===== config.mk =====
export PLATFORM = sky130hd
export DESIGN_NAME = banked_irq_ctrl
export DESIGN_NICKNAME = d
export VERILOG_FILES = /design/src/rtl/irq_pkg.sv /design/src/rtl/irq_bank.sv /design/src/rtl/irq_prio_enc.sv /design/src/rtl/banked_irq_ctrl.sv
export SDC_FILE = /design/constraint.sdc
export NUM_CORES = 1
export LEC_CHECK = 0
export ABC_AREA = 0
export BUFFER_PORTS_ARGS = -buffer_cell sky130_fd_sc_hd__buf_2
export CORE_AREA = 3 3 137 139
export CTS_CLUSTER_DIAMETER = 80
export DETAILED_ROUTE_END_ITERATION = 8
export DIE_AREA = 0 0 140 142
export GPL_TIMING_DRIVEN = 0
export PLACE_DENSITY = 0.76
export SETUP_SLACK_MARGIN = 0.2
export SYNTH_ARGS = -nofsm -noshare
export SYNTH_HDL_FRONTEND = slang
export SYNTH_SLANG_ARGS = --single-unit

===== constraint.sdc =====
create_clock -name clk -period 2.7 [get_ports clk]
set_input_delay 0.135 -clock clk [delete_from_list [all_inputs] [get_ports clk]]
set_output_delay 0.135 -clock clk [all_outputs]
set_load 0.005 [all_outputs]

===== src/rtl/irq_pkg.sv =====
// Package: irq_pkg
// Shared constants for the two-bank interrupt controller: bank geometry,
// register word indices and the "nothing pending" identifier code.
package irq_pkg;
    localparam int BANK_W    = 32;
    localparam int NUM_BANKS = 2;
    localparam int NUM_SRC   = BANK_W * NUM_BANKS;
    localparam int ID_W      = 8;

    localparam logic [ID_W-1:0] ID_NONE = 8'hFF;

    // Register offsets inside a bank, in words.
    localparam logic [1:0] OFS_EVENT  = 2'd0;
    localparam logic [1:0] OFS_ENABLE = 2'd1;
    localparam logic [1:0] OFS_ACK    = 2'd2;
    localparam logic [1:0] OFS_LEVEL  = 2'd3;

    localparam logic [3:0] WORD_ID = 4'd15;

    // Base word of each bank: the low bank sits above the high bank.
    function automatic logic [3:0] bank_base(input int b);
        return (b == 0) ? 4'd8 : 4'd4;
    endfunction
endpackage


===== src/rtl/irq_bank.sv =====
// Module: irq_bank
// One bank of sources. It holds the edge detector, the event latch, the
// enable register and the pending reduction. Level-type bits (LVL_MASK)
// bypass the event latch. Assumes src is already synchronous to clk.
module irq_bank #(
    parameter int          W        = 32,
    parameter logic [W-1:0] LVL_MASK = '0
) (
    input  logic         clk,
    input  logic         rst_n,
    input  logic [W-1:0] src,
    input  logic         en_we,
    input  logic         ack_we,
    input  logic [W-1:0] wdata,
    output logic [W-1:0] event_q,
    output logic [W-1:0] enable_q,
    output logic [W-1:0] pending
);
    logic [W-1:0] prev_q;
    logic [W-1:0] rise;

    // Rising edges of edge-type sources only.
    always_comb rise = src & ~prev_q & ~LVL_MASK;

    // Previous-sample, event latch and enable registers; a new edge beats ack.
    always_ff @(posedge clk) begin
        if (!rst_n) begin
            prev_q   <= src;
            event_q  <= '0;
            enable_q <= '0;
        end else begin
            prev_q   <= src;
            event_q  <= (ack_we ? (event_q & ~wdata) : event_q) | rise;
            if (en_we) enable_q <= wdata;
        end
    end

    // Pending set: latched edges or live level lines, gated by enable.
    always_comb pending = (event_q | (src & LVL_MASK)) & enable_q;
endmodule


===== src/rtl/irq_prio_enc.sv =====
// Module: irq_prio_enc
// Returns the index of the highest set bit of a vector, or NONE when the
// vector is zero. Purely combinational.
module irq_prio_enc #(
    parameter int            N     = 64,
    parameter int            OUT_W = 8,
    parameter logic [OUT_W-1:0] NONE = '1
) (
    input  logic [N-1:0]     req,
    output logic [OUT_W-1:0] idx
);
    // Scan upward so the highest set bit is the last one assigned.
    always_comb begin
        idx = NONE;
        for (int i = 0; i < N; i++) begin
            if (req[i]) idx = OUT_W'(i);
        end
    end
endmodule


===== src/rtl/banked_irq_ctrl.sv =====
// Module: banked_irq_ctrl
// Top of the interrupt controller. It decodes the word address into per-bank
// strobes, builds the bank source vectors (with the cascade input folded into
// one bit of bank 0), muxes read data and drives the request output.
// Assumes single-cycle strobes and synchronous source lines.
module banked_irq_ctrl #(
    parameter logic [31:0] LVL_MASK0   = 32'h1FF0_0000,
    parameter logic [31:0] LVL_MASK1   = 32'h0000_0000,
    parameter int          CASCADE_BIT = 24
) (
    input  logic        clk,
    input  logic        rst_n,
    input  logic [63:0] src_i,
    input  logic        cascade_i,
    input  logic [3:0]  addr_i,
    input  logic [31:0] wdata_i,
    input  logic        wen_i,
    input  logic        ren_i,
    output logic [31:0] rdata_o,
    output logic        irq_o
);
    import irq_pkg::*;

    logic [NUM_BANKS-1:0][BANK_W-1:0] bank_src;
    logic [NUM_BANKS-1:0][BANK_W-1:0] bank_ev;
    logic [NUM_BANKS-1:0][BANK_W-1:0] bank_en;
    logic [NUM_BANKS-1:0][BANK_W-1:0] bank_pend;
    logic [NUM_SRC-1:0]               pend_all;
    logic [ID_W-1:0]                  top_id;

    // Source vectors: the cascade request joins one bit of bank 0.
    always_comb begin
        for (int b = 0; b < NUM_BANKS; b++)
            bank_src[b] = src_i[b*BANK_W +: BANK_W];
        bank_src[0][CASCADE_BIT] = src_i[CASCADE_BIT] | cascade_i;
    end

    genvar gb;
    generate
        for (gb = 0; gb < NUM_BANKS; gb++) begin : g_bank
            localparam logic [3:0]  BASE = bank_base(gb);
            localparam logic [31:0] LVL  = (gb == 0) ? LVL_MASK0 : LVL_MASK1;
            logic en_we;
            logic ack_we;

            // Write strobes for this bank's enable and ack words.
            always_comb begin
                en_we  = wen_i && (addr_i == (BASE | {2'b00, OFS_ENABLE}));
                ack_we = wen_i && (addr_i == (BASE | {2'b00, OFS_ACK}));
            end

            irq_bank #(.W(BANK_W), .LVL_MASK(LVL)) u_bank (
                .clk      (clk),
                .rst_n    (rst_n),
                .src      (bank_src[gb]),
                .en_we    (en_we),
                .ack_we   (ack_we),
                .wdata    (wdata_i),
                .event_q  (bank_ev[gb]),
                .enable_q (bank_en[gb]),
                .pending  (bank_pend[gb])
            );

            assign pend_all[gb*BANK_W +: BANK_W] = bank_pend[gb];
        end
    endgenerate

    irq_prio_enc #(.N(NUM_SRC), .OUT_W(ID_W), .NONE(ID_NONE)) u_prio (
        .req (pend_all),
        .idx (top_id)
    );

    // Request output: any pending source in any bank.
    always_comb irq_o = |pend_all;

    // Read mux: bank registers by base and offset, plus the identifier word.
    always_comb begin
        rdata_o = '0;
        if (ren_i) begin
            if (addr_i == WORD_ID) begin
                rdata_o = {{(32-ID_W){1'b0}}, top_id};
            end else begin
                for (int b = 0; b < NUM_BANKS; b++) begin
                    if (addr_i[3:2] == bank_base(b)[3:2]) begin
                        case (addr_i[1:0])
                            OFS_EVENT:  rdata_o = bank_ev[b];
                            OFS_ENABLE: rdata_o = bank_en[b];
                            OFS_LEVEL:  rdata_o = bank_src[b];
                            default:    rdata_o = '0;
                        endcase
                    end
                end
            end
        end
    end
endmodule


==> flow_summary.toml, run 1 <==
[outcome]
outcome = "completed"

[floorplanning]
die_y_um = 142
row_count = 49
ios = 138
dieArea_mm2 = 0.0199
initial_core_util_pct = 51.4
die_w_um = 140
core-area_mm2 = 0.0178

[setup_path]
crit_buf_inv = 1
cp_top_family = "compound AO/OA/AOI/OAI gates"
crit_type = "flop to output port"
worst_setup_path_start_kind = "flop"
cp_slowest_cell = "dfxtp_1"
required_ns = 2.57
path_cells = "a22oi_1 -> and3_1 -> nand4b_1 -> a31oi_1 -> o21ai_0 -> a211oi_2 -> buf_2"
cp_slowest_stage_delay_ns = 0.35
worstPathArrival_ns = 2.39
end_kind = "output port"
crit_path_max_fanout = 5

[layout]
area_growth_pct = 27.6
drive_gt1_share_pct = 15.3
final_cell_mix = "nand2_1 (252), dfxtp_1 (183), buf_2 (149), a21oi_1 (124), nor2b_1 (112)"
n_antenna_cell = 0
final_common_cell = "nand2_1"
multi_input_area_mm2 = 0.00520
fillers = 1503
regArea_mm2 = 0.00366
nets = 1492

[logic_synthesis]
ys_seq_area_share_pct = 40.1
syn-num-nets = 1252
synthArstFlopShare_pct = 0
netlist.top_cell.by_area = "dfxtp_1"
ys_ff_latch = 183
synth_area_leaders = "dfxtp_1 (40%), nand2_1 (10%), nor2b_1 (7.7%)"
syn_area_mm2 = 0.00914
ys.flop_type = "dfxtp_1"
synth_area_per_cell_um2 = 7.97
synth_warnings = 0
synthDistinctLibCells = 67
synth-edff-count = 0
syn_inst = 1147
yosys.area.top_type_share_pct = 40.1

[clock_network]
cts_root_buf = "clkbuf_16"
cts.sinks = 183
cts_tree = "built"
clk_latency_ns = 0.44
cts_max_path_buffers = 2
numCtsBuffers = 17
path_clk_slew_ns = 0.07
ctsHtreeMaxLevel = 4

[place]
dp_hpwl_mm = 22.7
place.gp.congestion = 0.967
io_buffers = 134

[detailed_routing]
antenna_left = 0
routedWlPerCell_um = 19.8
drcViolationCount = 0
firstDrtPassIters = 6
vias = 9597
vias_per_cell = 5.89
drtIter0Drc = 1012
drt_wl_total_mm = 32.3

[sta]
timing.setup.tns_ns = 0
finClkSkew_ns = 0.00614
grt_setup_unrepaired = "true"
tightest_slew_ns = 0.764
fin_crit_sh_pct = 93.4
hold_viol_final = 0
holdWs_ns = 0.236
max_freq_mhz = 396
drv_slew = 0
relSlewSlack_pct = 49.1
min_period_ns = 2.52
setup_viol = 0

[power]
seq_power_share_pct = 45.4
switching_share_pct = 25.4
power_density_mw_per_mm2 = 549
power.switching_mw = 1.63
leakage_nw = 4.63
intPower_mw = 4.78
ir_worst_vdd_uv = 478
p_comb_share_pct = 12.4
p_clk_share_pct = 42.2

[grt]
grt_pass1_vias = 9283
grt_max_degree = 17
gr-total-overflow = 0
grt_use_total_pct = 31.7
grt_pass1_wl_mm = 49.6
antenna_found_initial = 0

[min_path]
hold_class = "primary input to flop"

[flow_run]
drv_cap = 0
power groups by stage:
stage	Combinational, mW	Sequential (mW)	Clock (mW)
CTS	0.771	2.90	2.70
global route	0.851	2.92	2.81
global placement	0.659	2.96	0
detailed placement	0.669	2.96	0
finish	0.794	2.91	2.71
floorplan	0.389	2.93	0
cell usage after synthesis, drive strengths merged, types with 14 or more instances:
| cell type | count |
|---|---|
| o22ai | 23 |
| nand2 | 254 |
| and2 | 28 |
| nor2b | 112 |
| clkbuf | 38 |
| dfxtp | 183 |
| nor2 | 68 |
| a22oi | 14 |
| a21oi | 125 |
| buf | 28 |
| a22o | 16 |
| a21boi | 67 |
| mux2i | 64 |
| o21ai | 38 |
kinds of logic (layout without fill, tap and decap cells):
group | after synthesis | in the layout | share of synthesized area [%]
buffers and inverters | 70 | 323 | 3.71
and+or+nand+nor | 501 | 501 | 25.9
muxes | 64 | 64 | 7.01
DFF | 183 | 183 | 40.1
AOI/OAI and AO/OA | 329 | 329 | 23.3
final cells by class:
cell class                 instances  share of cell area (%)
multi-input combinational        894                    44.6
tap                              229                    2.46
clock inverter                    11                    1.47
buffer                            68                    2.84
inverter                           2                  0.0644
clock buffer                      21                    3.95
sequential                       183                    31.4
timing repair buffer             221                    13.2
metal layers:
metal  share of wire, %  wire length, µm  vias to the layer above  track usage, %
met4                4.2             1360                        0            15.2
met2                 46            14900                      520            52.0
met3                8.8             2840                       89            6.12
met1                 41            13200                     4544            40.4
li1                   -                -                     4444               -
met5                  0                0                        -               0
per-stage QoR:
step | setup slack (ns) | util [%] | cells | instance area (µm²) | total power, mW
finish | 0.177 | 65.6 | 1629 | 11700 | 6.41
detailed placement | 0.497 | 56.8 | 1510 | 10100 | 3.63
CTS | 0.186 | 65.3 | 1629 | 11600 | 6.37
floorplan | 1.08 | - | 1147 | 9140 | 3.32
global route | 0.175 | 65.6 | 1629 | 11700 | 6.59
global placement | 0.516 | 56.8 | 1510 | 10100 | 3.62
worst reg2reg max path, cell delays in order (launching register included):
cell and delay (ns):
dfxtp_1 0.48, a21oi_1 0.12, nor2b_1 0.11
worst paths after layout:
check | from | end | slack (ns) | cells past startpoint
worst max-delay path | g_bank[1].u_bank.event_q[1]$_SDFF_PN0_ | rdata_o[2] | 0.18 | 7
worst min-delay path | rst_n | g_bank[1].u_bank.enable_q[7]$_SDFFE_PN0P_ | 0.24 | 2
worst max register to register | g_bank[0].u_bank.event_q[10]$_SDFF_PN0_ | g_bank[0].u_bank.event_q[10]$_SDFF_PN0_ | 1.93 | 2
worst min register to register | g_bank[0].u_bank.event_q[22]$_SDFFE_PN0P_ | g_bank[0].u_bank.event_q[22]$_SDFFE_PN0P_ | 0.46 | 2
timing repair:
| action | in CTS | in global routing |
|---|---|---|
| pin swaps | 0 | 3 |
| hold buffers | 87 | 0 |
| buffers inserted | 0 | 0 |
| resized for setup | 5 | 13 |
| cloned | 0 | 0 |
| endpoints found under the setup margin | 4 | 8 |
| endpoints found under the hold margin | 126 | 0 |
registers in the layout, summed over array words and instances, names as in the netlist:
name and count:
g_bank.u_bank.enable_q 64, g_bank.u_bank.event_q 64, g_bank.u_bank.prev_q 55
Note: power is estimated with default switching activity, not from simulation.
==> inputs of run 2 (changes only) <==
--- a/config.mk
+++ b/config.mk
@@ -6,7 +6,7 @@
 export NUM_CORES = 1
 export LEC_CHECK = 0
 export ABC_AREA = 0
-export BUFFER_PORTS_ARGS = -buffer_cell sky130_fd_sc_hd__buf_2
+export BUFFER_PORTS_ARGS = -buffer_cell sky130_fd_sc_hd__clkbuf_2
 export CORE_AREA = 3 3 137 139
 export CTS_CLUSTER_DIAMETER = 80
 export DETAILED_ROUTE_END_ITERATION = 8
==> flow_summary.toml, run 2 (synthesis gave the netlist of run 1 again) <==
[outcome]
outcome = "completed"

[floorplanning]
row_count = 49
ios = 138
dieArea_mm2 = 0.0199
die_w_um = 140
core-area_mm2 = 0.0178
die_y_um = 142
initial_core_util_pct = 51.4

[grt]
grt_max_degree = 17
antenna_found_initial = 0
grt_pass1_vias = 9265
gr-total-overflow = 0
grt_pass1_wl_mm = 49.9
grt_use_total_pct = 31.9

[sta]
relSlewSlack_pct = 49.4
fin_crit_sh_pct = 90.5
min_period_ns = 2.44
grt_setup_unrepaired = "true"
timing.setup.tns_ns = 0
setup_viol = 0
drv_slew = 0
hold_viol_final = 0
tightest_slew_ns = 0.759
finClkSkew_ns = 0.00746
max_freq_mhz = 409

[layout]
drive_gt1_share_pct = 15.8
final_cell_mix = "nand2_1 (252), dfxtp_1 (183), clkbuf_2 (134), a21oi_1 (124), nor2b_1 (112)"
area_growth_pct = 27.5
final_common_cell = "nand2_1"
n_antenna_cell = 0
nets = 1491
fillers = 1515
final_util_pct = 65.6
biggestRegsByFlops = "g_bank.u_bank.enable_q: 64 flops, g_bank.u_bank.event_q: 64 flops, g_bank.u_bank.prev_q: 55 flops"

[setup_path]
end_kind = "output port"
worstPathArrival_ns = 2.31
reg2regPathDepth = 2
crit_type = "flop to output port"
worst_setup_path_start_kind = "flop"
crit_path_max_fanout = 4
required_ns = 2.57

[place]
place.gp.congestion = 0.973
io_buffers = 134
dp_hpwl_mm = 22.8

[detailed_routing]
routedWlPerCell_um = 19.9
antenna_left = 0
vias_per_cell = 5.88
firstDrtPassIters = 6
drtIter0Drc = 796
vias = 9567
drcViolationCount = 0
drt_wl_total_mm = 32.4

[clock_network]
cts_tree = "built"
clk_latency_ns = 0.44
numCtsBuffers = 17
cts_root_buf = "clkbuf_16"
cts.sinks = 183
cts_max_path_buffers = 2
ctsHtreeMaxLevel = 4
path_clk_slew_ns = 0.07

[min_path]
hold_class = "primary input to flop"
hold_depth = 3

[flow_run]
drv_cap = 0

[power]
ir_worst_vdd_uv = 426
leakage_nw = 4.62
power_density_mw_per_mm2 = 542
run 2: final timing paths:
kind / startpoint / end / slack (ns)
worst max-delay path: g_bank[1].u_bank.event_q[6]$_SDFF_PN0_ / rdata_o[0] / 0.26
worst min-delay path: wdata_i[1] / g_bank[1].u_bank.enable_q[1]$_SDFFE_PN0P_ / 0.01
worst max register to register: g_bank[0].u_bank.enable_q[11]$_SDFFE_PN0P_ / g_bank[0].u_bank.enable_q[11]$_SDFFE_PN0P_ / 1.96
worst min register to register: g_bank[0].u_bank.event_q[28]$_SDFFE_PN0P_ / g_bank[0].u_bank.event_q[28]$_SDFFE_PN0P_ / 0.46
run 2: power breakdown:
part           internal [mW]  total (mW)  switching, mW  leakage [nW]
Combinational          0.365       0.799          0.434          2.82
Clock                   1.49        2.61           1.13         0.293
Sequential              2.81        2.91         0.0986          1.51
Total                   4.67        6.32           1.66          4.62
run 2: metrics by stage:
stage / power (mW) / instance area (µm²) / hold WS, ns / setup WS (ns) / instances
floorplan: 3.32 / 9140 / 0.163 / 1.08 / 1147
global placement: 3.62 / 10100 / 0.263 / 0.461 / 1510
detailed placement: 3.64 / 10100 / 0.265 / 0.392 / 1510
CTS: 6.29 / 11600 / 0.00331 / 0.200 / 1627
global route: 6.53 / 11700 / 0.0267 / 0.193 / 1627
finish: 6.32 / 11700 / 0.0132 / 0.256 / 1627
run 2: what timing repair did:
item	CTS	global route
setup endpoints to repair	4	7
hold buffers	86	0
pin swaps	0	9
gates cloned	0	0
buffers inserted	0	0
gates resized for setup	8	19
hold endpoints to repair	120	0
run 2: area by class of cell:
type	instances	area (µm²)	area share [%]
sequential	183	3660	31.4
multi-input combinational	894	5230	44.8
timing repair buffer	220	1530	13.1
tap	229	287	2.46
buffer	68	333	2.85
clock inverter	13	171	1.47
inverter	2	7.51	0.0644
clock buffer	18	439	3.77
run 2: per-layer routing:
layer	part of all wire, %	global-route usage (%)	vias to the layer above
li1	-	-	4459
met1	41	40.2	4527
met2	47	53.1	489
met3	7.8	6.55	92
met4	4.0	14.1	0
met5	0	0	-
run 2: critical path, stage by stage, from the launching register on:
cell,delay [ns]
dfxtp_1,0.40
nand2_1,0.10
a32o_1,0.29
a211oi_1,0.36
o221ai_1,0.21
o2bb2ai_1,0.18
o21bai_1,0.20
clkbuf_2,0.13
